==> src/rtl/vrs_pkg.sv <==
package vrs_pkg;
  localparam int unsigned VRS_LANES  = 16;
  localparam int unsigned VRS_LANE_W = 8;
  localparam int unsigned VRS_AMT_W  = $clog2(VRS_LANE_W);
  localparam int unsigned VRS_DATA_W = VRS_LANES * VRS_LANE_W;
endpackage

==> src/rtl/vrs_lane.sv <==
module vrs_lane #(
  parameter int unsigned W  = 8,
  parameter int unsigned AW = $clog2(W)
) (
  input  logic [W-1:0]  cur,
  input  logic [W-1:0]  upper,
  input  logic [AW-1:0] amt,
  output logic [W-1:0]  out
);
  logic [2*W-1:0] pair;
  logic [2*W-1:0] shifted;

  always_comb begin
    pair    = {upper, cur};
    shifted = pair >> amt;
    out     = shifted[W-1:0];
  end

  // a zero amount leaves the byte untouched
  always_comb begin
    if (amt == '0) assert_zero_pass_R5: assert (out == cur);
  end
endmodule

==> src/rtl/vrs_ostage.sv <==
module vrs_ostage #(
  parameter int unsigned DW      = 128,
  parameter bit          OUT_REG = 1'b1
) (
  input  logic          clk,
  input  logic          rst_n,
  input  logic          in_valid,
  input  logic [DW-1:0] d,
  output logic [DW-1:0] q,
  output logic          q_valid
);
  logic [1:0] rst_sync;
  logic       rst_ok;

  always_ff @(posedge clk or negedge rst_n) begin
    if (!rst_n) rst_sync <= 2'b00;
    else        rst_sync <= {rst_sync[0], 1'b1};
  end
  assign rst_ok = rst_sync[1];

  generate
    if (OUT_REG) begin : g_reg
      logic [DW-1:0] data_d, data_q;
      logic          vld_d, vld_q;

      always_comb begin
        data_d = in_valid ? d : data_q;
        vld_d  = in_valid;
      end

      always_ff @(posedge clk or negedge rst_ok) begin
        if (!rst_ok) vld_q <= 1'b0;
        else         vld_q <= vld_d;
      end

      always_ff @(posedge clk) begin
        data_q <= data_d;
      end

      assign q       = data_q;
      assign q_valid = vld_q;

      assert_lat_R7: assert property (@(posedge clk) disable iff (!rst_ok)
        in_valid |=> (q_valid && q == $past(d)));
      assert_idle_R9: assert property (@(posedge clk) disable iff (!rst_ok)
        !in_valid |=> (!q_valid && $stable(q)));
      assert_rst_R8: assert property (@(posedge clk)
        !rst_ok |-> !q_valid);
    end else begin : g_comb
      assign q       = d;
      assign q_valid = in_valid & rst_ok;
    end
  endgenerate
endmodule

==> src/rtl/vbyte_rshift_var.sv <==
module vbyte_rshift_var
  import vrs_pkg::*;
#(
  parameter int unsigned LANES   = VRS_LANES,
  parameter int unsigned LANE_W  = VRS_LANE_W,
  parameter bit          OUT_REG = 1'b1
) (
  input  logic                      clk,
  input  logic                      rst_n,
  input  logic                      in_valid,
  input  logic [LANES*LANE_W-1:0]   op_a,
  input  logic [LANES*LANE_W-1:0]   op_b,
  output logic [LANES*LANE_W-1:0]   res,
  output logic                      res_valid
);
  localparam int unsigned DW = LANES * LANE_W;
  localparam int unsigned AW = $clog2(LANE_W);

  logic [DW-1:0] comb_res;

  generate
    for (genvar g = 0; g < LANES; g++) begin : g_lane
      localparam int unsigned HI = DW - 1 - g * LANE_W;
      logic [LANE_W-1:0] upper;
      if (g == 0) begin : g_top
        assign upper = '0;            // nothing above lane 0
      end else begin : g_mid
        assign upper = op_a[HI+LANE_W -: LANE_W];
      end
      vrs_lane #(.W(LANE_W), .AW(AW)) i_lane (
        .cur   (op_a[HI -: LANE_W]),
        .upper (upper),
        .amt   (op_b[HI-LANE_W+1 +: AW]),  // low bits only
        .out   (comb_res[HI -: LANE_W])
      );
    end
  endgenerate

  // lane 0 result never carries set bits above its shifted data
  always_comb begin
    assert_top_fill_R4: assert ((comb_res[DW-1 -: LANE_W] &
      ~(op_a[DW-1 -: LANE_W] >> op_b[DW-LANE_W +: AW])) == '0);
  end

  vrs_ostage #(.DW(DW), .OUT_REG(OUT_REG)) i_ostage (
    .clk      (clk),
    .rst_n    (rst_n),
    .in_valid (in_valid),
    .d        (comb_res),
    .q        (res),
    .q_valid  (res_valid)
  );
endmodule

==> config.mk <==
export PLATFORM = sky130hd
export DESIGN_NAME = vbyte_rshift_var
export DESIGN_NICKNAME = d
export VERILOG_FILES = /design/src/rtl/vrs_pkg.sv /design/src/rtl/vrs_lane.sv /design/src/rtl/vrs_ostage.sv /design/src/rtl/vbyte_rshift_var.sv
export SDC_FILE = /design/constraint.sdc
export NUM_CORES = 1
export LEC_CHECK = 0
export BUFFER_PORTS_ARGS = -buffer_cell sky130_fd_sc_hd__buf_4
export CAP_MARGIN = 20
export CORE_AREA = 2 2 150 152
export DETAILED_ROUTE_END_ITERATION = 7
export DIE_AREA = 0 0 152 154
export MAX_ROUTING_LAYER = met4
export PLACE_DENSITY = 0.77
export SYNTH_ARGS = -nofsm -noshare
export SYNTH_HDL_FRONTEND = slang
export SYNTH_SLANG_ARGS = --single-unit
==> constraint.sdc <==
create_clock -name clk -period 0.8 [get_ports clk]
set_input_delay 0.16 -clock clk [delete_from_list [all_inputs] [get_ports clk]]
set_output_delay 0.16 -clock clk [all_outputs]
set_load 0.03 [all_outputs]
Yosys cells after proc, flatten, opt, wreduce, memory -nomap -nowiden --
Cells that the tools add are included. W data, S select, Z words.
Word-level totals: flip-flop bits (word level) 131, latch bits 0, bits of input ports 259, memories 0, bits in read-only memories 0, word-level logic and storage cells 19, output and inout port bits 129, memory bits (writable) 0
Operators by class: magnitude comparators 0, add/sub/neg operators 0, div/mod/pow operators 0, reduce and logical (&&, ||, !) cells 0, $mul 0, mux-type cells 0, equality and inequality tests 0, shift-type cells 16, bitwise logic cells 0
Operator list (number):
- $shr A16 B3 Y8 | 15
- $shr A8 B3 Y8 | 1

Longest topological paths before layout --
depth after elaboration 1, depth in mapped cells 5, gate-level depth less buffers 3

Modules after synthesis --
From an unflattened synthesis, not the netlist that was laid out.
Unflattened totals: cells, all modules 901, area total of the unflattened synthesis 10973.0 µm²
Modules (own cells, without submodules):
- vrs_lane | instances 16, area an instance 440.4 µm², cells each 48, seq. area each 0.0 µm²
- vrs_ostage | instances 1, area an instance 3922.5 µm², cells each 132, seq. area each 3918.8 µm²
- vbyte_rshift_var | instances 1, area an instance 3.8 µm², cells each 1, seq. area each 0.0 µm²

Worst setup path before layout --
OpenSTA, ideal clock, no wires.
kind input to register, from in op_b[122], to reg i_ostage.g_reg.data_q[120] (netlist: i_ostage.q[120]), data pin, required time 0.528 ns, buffers on the path 1, setup time 0.272 ns, data arrival time 1.004 ns, path slack -0.476 ns, stages on the path 3, path through buf_6 > mux2_4 > mux4_2
Between the ends: word-level cells in the longest chain between the ends 1
RTL lines:
- start: declaration | RTL line vbyte_rshift_var.sv:12 | input logic [LANES*LANE_W-1:0] op_b,
- $shr A8 B3 Y8 | RTL line vrs_lane.sv:15 | shifted = pair >> amt;
- via comb_res[120] | RTL line vbyte_rshift_var.sv:19 | logic [DW-1:0] comb_res;
- end signal: assignment | RTL line vrs_ostage.sv:37 | data_q <= data_d;
- end: declaration | RTL line vrs_ostage.sv:23 | logic [DW-1:0] data_d, data_q;
The timed path passes the listed nets, and every way through them passes these cells. A chain may end at the register's enable or synchronous reset.

Worst setup path after layout --
from reg i_ostage.g_reg.data_q[14] (netlist: i_ostage.q[14]), to out res[14]
RTL lines:
- end: declaration | RTL line vbyte_rshift_var.sv:13 | output logic [LANES*LANE_W-1:0] res,
No word-level cell between the ends.

==> flow_summary.yaml <==
power:
  p_leak_nw: 6.85
  p_int_mw: 18.0
  ir_worst_vdd_uv: 1060
  p_sw_mw: 8.04
  switching_share: 0.308
  clockPowerShare: 0.303
  p_comb_frac: 0.355
  power_mw: 26.1
  power_density_mw_per_mm2: 1640
  seq_power_share: 0.342
status:
  outcome: "finished, violations left"
  violations: "setup timing"
route:
  wl_per_cell_um: 18.6
  drc: 0
  first_pass_iters: 5
  drt_iter0_markers: 453
  via_per_inst: 5.76
  drt-total-wl_um: 29500
  vias: 9121
  antenna_left: 0
synthesis:
  syn_area_per_cell_sq_um: 11.6
  synthArstFlopShare: 0.0229
  ys_seq_area_frac: 0.386
  synthDistinctLibCells: 36
  syn_inst: 874
  yosysTopAreaCellShare: 0.379
  synth_area_leader_cell: "edfxtp_1"
  syn_area_sq_mm: 0.0102
  synth-edff-count: 128
  ys_warn_count: 0
  synth_seq_cells: 131
  syn_nets: 1133
  synth.area.top_cells: "edfxtp_1 (38%), mux2i_1 (20%), mux2_2 (12%)"
  synth_ff_type: "edfxtp_1"
floorplanning:
  dieArea_sq_mm: 0.0234
  die_w_um: 152
  initial_core_util: 0.468
  ios: 388
  coreArea_sq_mm: 0.0217
  die_h_um: 154
  rows: 54
global_routing:
  track_usage: 0.242
  grt_max_degree: 45
  use_met1: 0.295
  first_global_vias: 8938
  top_usage_layer: "met2"
  gr-total-overflow: 0
  met3_usage: 0.0516
  grt_use_met2: 0.408
  antenna_found_initial: 2
  grt_pass1_wl_um: 45100
clocking:
  cts.sinks: 131
  numCtsBuffers: 17
  cts_buffer_depth: 2
  cts_root_buf: "clkbuf_16"
  clkTransAtPathRegs_ps: 60
  htreeDepth: 4
  cts_tree: "yes"
  clk-insertion-delay-late_ps: 410
timing:
  fmax_ghz: 0.851
  skew_ps: 0.485
  hold_violations: 0
  rsz0062_at_grt: "yes"
  setup_slack_ps: -375
  setup_violations: 143
  slew_violations: 0
  period_minus_slack_ps: 1180
  timing.final.crit_share: 1.47
  whs_ps: 8.55
worst_setup_path:
  worst-path-buf-inv: 1
  crit_path_start_kind: "flip-flop"
  worstPathMaxFanout: 1
  crit_type: "reg2out"
  rrSetupSlack_ps: 340
  end_kind: "output port"
  critPathMaxStageDelay_ps: 430
  path_cells: "buf_6"
  worstPathArrival_ps: 1020
  cp_top_family: "flip-flops"
  cp.required_ps: 640
  critical-path-slowest-cell: "edfxtp_1"
place:
  hpwl_um: 22500
  dpl_worst_slack_ps: -603
  place_congestion: 0.915
  place.port_buffers: 307
run:
  maxCapViolCount: 0
layout:
  fin_util: 0.732
  nNetsFinal: 1547
  final_layout_size_suffix_gt1_frac: 0.529
  areaGrowthSynthToFinish_pct: 56.3
worst_hold_path:
  hp-class: "reg2async"
synthesized netlist by cell type, types with 3 or more instances:
| library cell | count |
|---|---|
| a211oi_1 | 5 |
| a221o_1 | 52 |
| a221oi_1 | 4 |
| and2_1 | 15 |
| buf_2 | 16 |
| buf_4 | 27 |
| buf_6 | 3 |
| clkbuf_1 | 13 |
| dfrtp_1 | 3 |
| edfxtp_1 | 128 |
| mux2_2 | 110 |
| mux2_4 | 3 |
| mux2i_1 | 201 |
| mux4_2 | 4 |
| nand2_1 | 50 |
| nand2b_1 | 29 |
| nor2_1 | 6 |
| nor2b_1 | 30 |
| o21ai_0 | 3 |
| o21bai_1 | 27 |
| o221ai_1 | 30 |
| o22a_1 | 3 |
| o22ai_1 | 85 |
| or2_2 | 15 |
through the flow:
step                      instance area, sq um  std cells  setup TNS, ps
after floorplan                          11100        874         -38640
after global placement                   14000       1545         -68690
after detailed placement                 14000       1545         -72080
after CTS                                15300       1578         -43140
after global routing                     15900       1583         -45860
final                                    15900       1584         -41270
registers in the layout, indices dropped and copies added (netlist names):
signal,flops
i_ostage.q,128
i_ostage.q_valid,1
i_ostage.rst_sync,2
cell type report:
class / count / area, sq um
fill: 1449 / 5820
clock buffer: 19 / 453
tap: 280 / 350
multi-input combinational: 682 / 6670
inverter: 1 / 3.75
antenna: 3 / 7.51
timing repair buffer: 455 / 4310
sequential: 131 / 3920
clock inverter: 13 / 150
per-layer routing:
layer	wire (um)	part of all wire
met2	14800	0.50
met5	0	0
met1	12200	0.42
met3	1850	0.063
met4	564	0.019
cell usage in the layout, fill, tap and decap left out, drive strengths merged, types with 4 or more instances in the layout:
master	synthesis	layout
a211oi	5	5
nor2	6	6
o221ai	30	30
mux2i	201	201
clkinvlp	0	5
or2	15	15
buf	47	453
o21bai	27	27
nand2b	29	29
mux4	4	4
clkbuf	13	20
o22ai	85	85
mux2	113	113
and2	15	15
a221o	52	52
inv	1	4
edfxtp	128	128
a221oi	4	4
nand2	50	50
nor2b	30	30
power groups by stage:
stage          Combinational, mW  Sequential, mW  Clock (mW)
2_1_floorplan               3.63            10.4           0
3_3_place_gp                8.06            8.88           0
3_5_place_dp                8.21            8.90           0
4_1_cts                     8.78            8.92        8.01
5_1_grt                     9.74            8.99        8.28
6_report                    9.25            8.91        7.90
worst paths after layout:
path | startpoint | end | cells after the start
max in group asynchronous | rst_n | i_ostage.rst_sync[0] | 2
worst max register to register | i_ostage.rst_sync[0] | i_ostage.rst_sync[1] | 0
worst min-delay path | i_ostage.rst_sync[1] | i_ostage.q_valid | 0
min in group clk | op_b[10] | i_ostage.q[11] | 4
worst max-delay path | i_ostage.q[14] | res[14] | 1
worst min register to register | i_ostage.rst_sync[1] | i_ostage.q_valid | 0
repair_timing:
action / in CTS / in global routing
setup endpoints to repair: 204 / 215
hold buffers: 1 / 0
setup buffers: 0 / 2
resized for setup: 175 / 94
pin swaps: 3 / 7
endpoints found under the hold margin: 2 / 0
gates cloned: 0 / 1
cell families (layout without fill, tap and decap cells):
family | Yosys count | after routing | share of synthesized area
flip-flops | 131 | 131 | 0.386
other | 1 | 4 | 0.000369
buffers and inverters | 61 | 488 | 0.0367
multiplexers | 318 | 318 | 0.334
AO/OA/AOI/OAI | 214 | 214 | 0.165
AND/OR/NAND/NOR | 149 | 149 | 0.0785
Note: power is estimated with default switching activity, not from simulation.
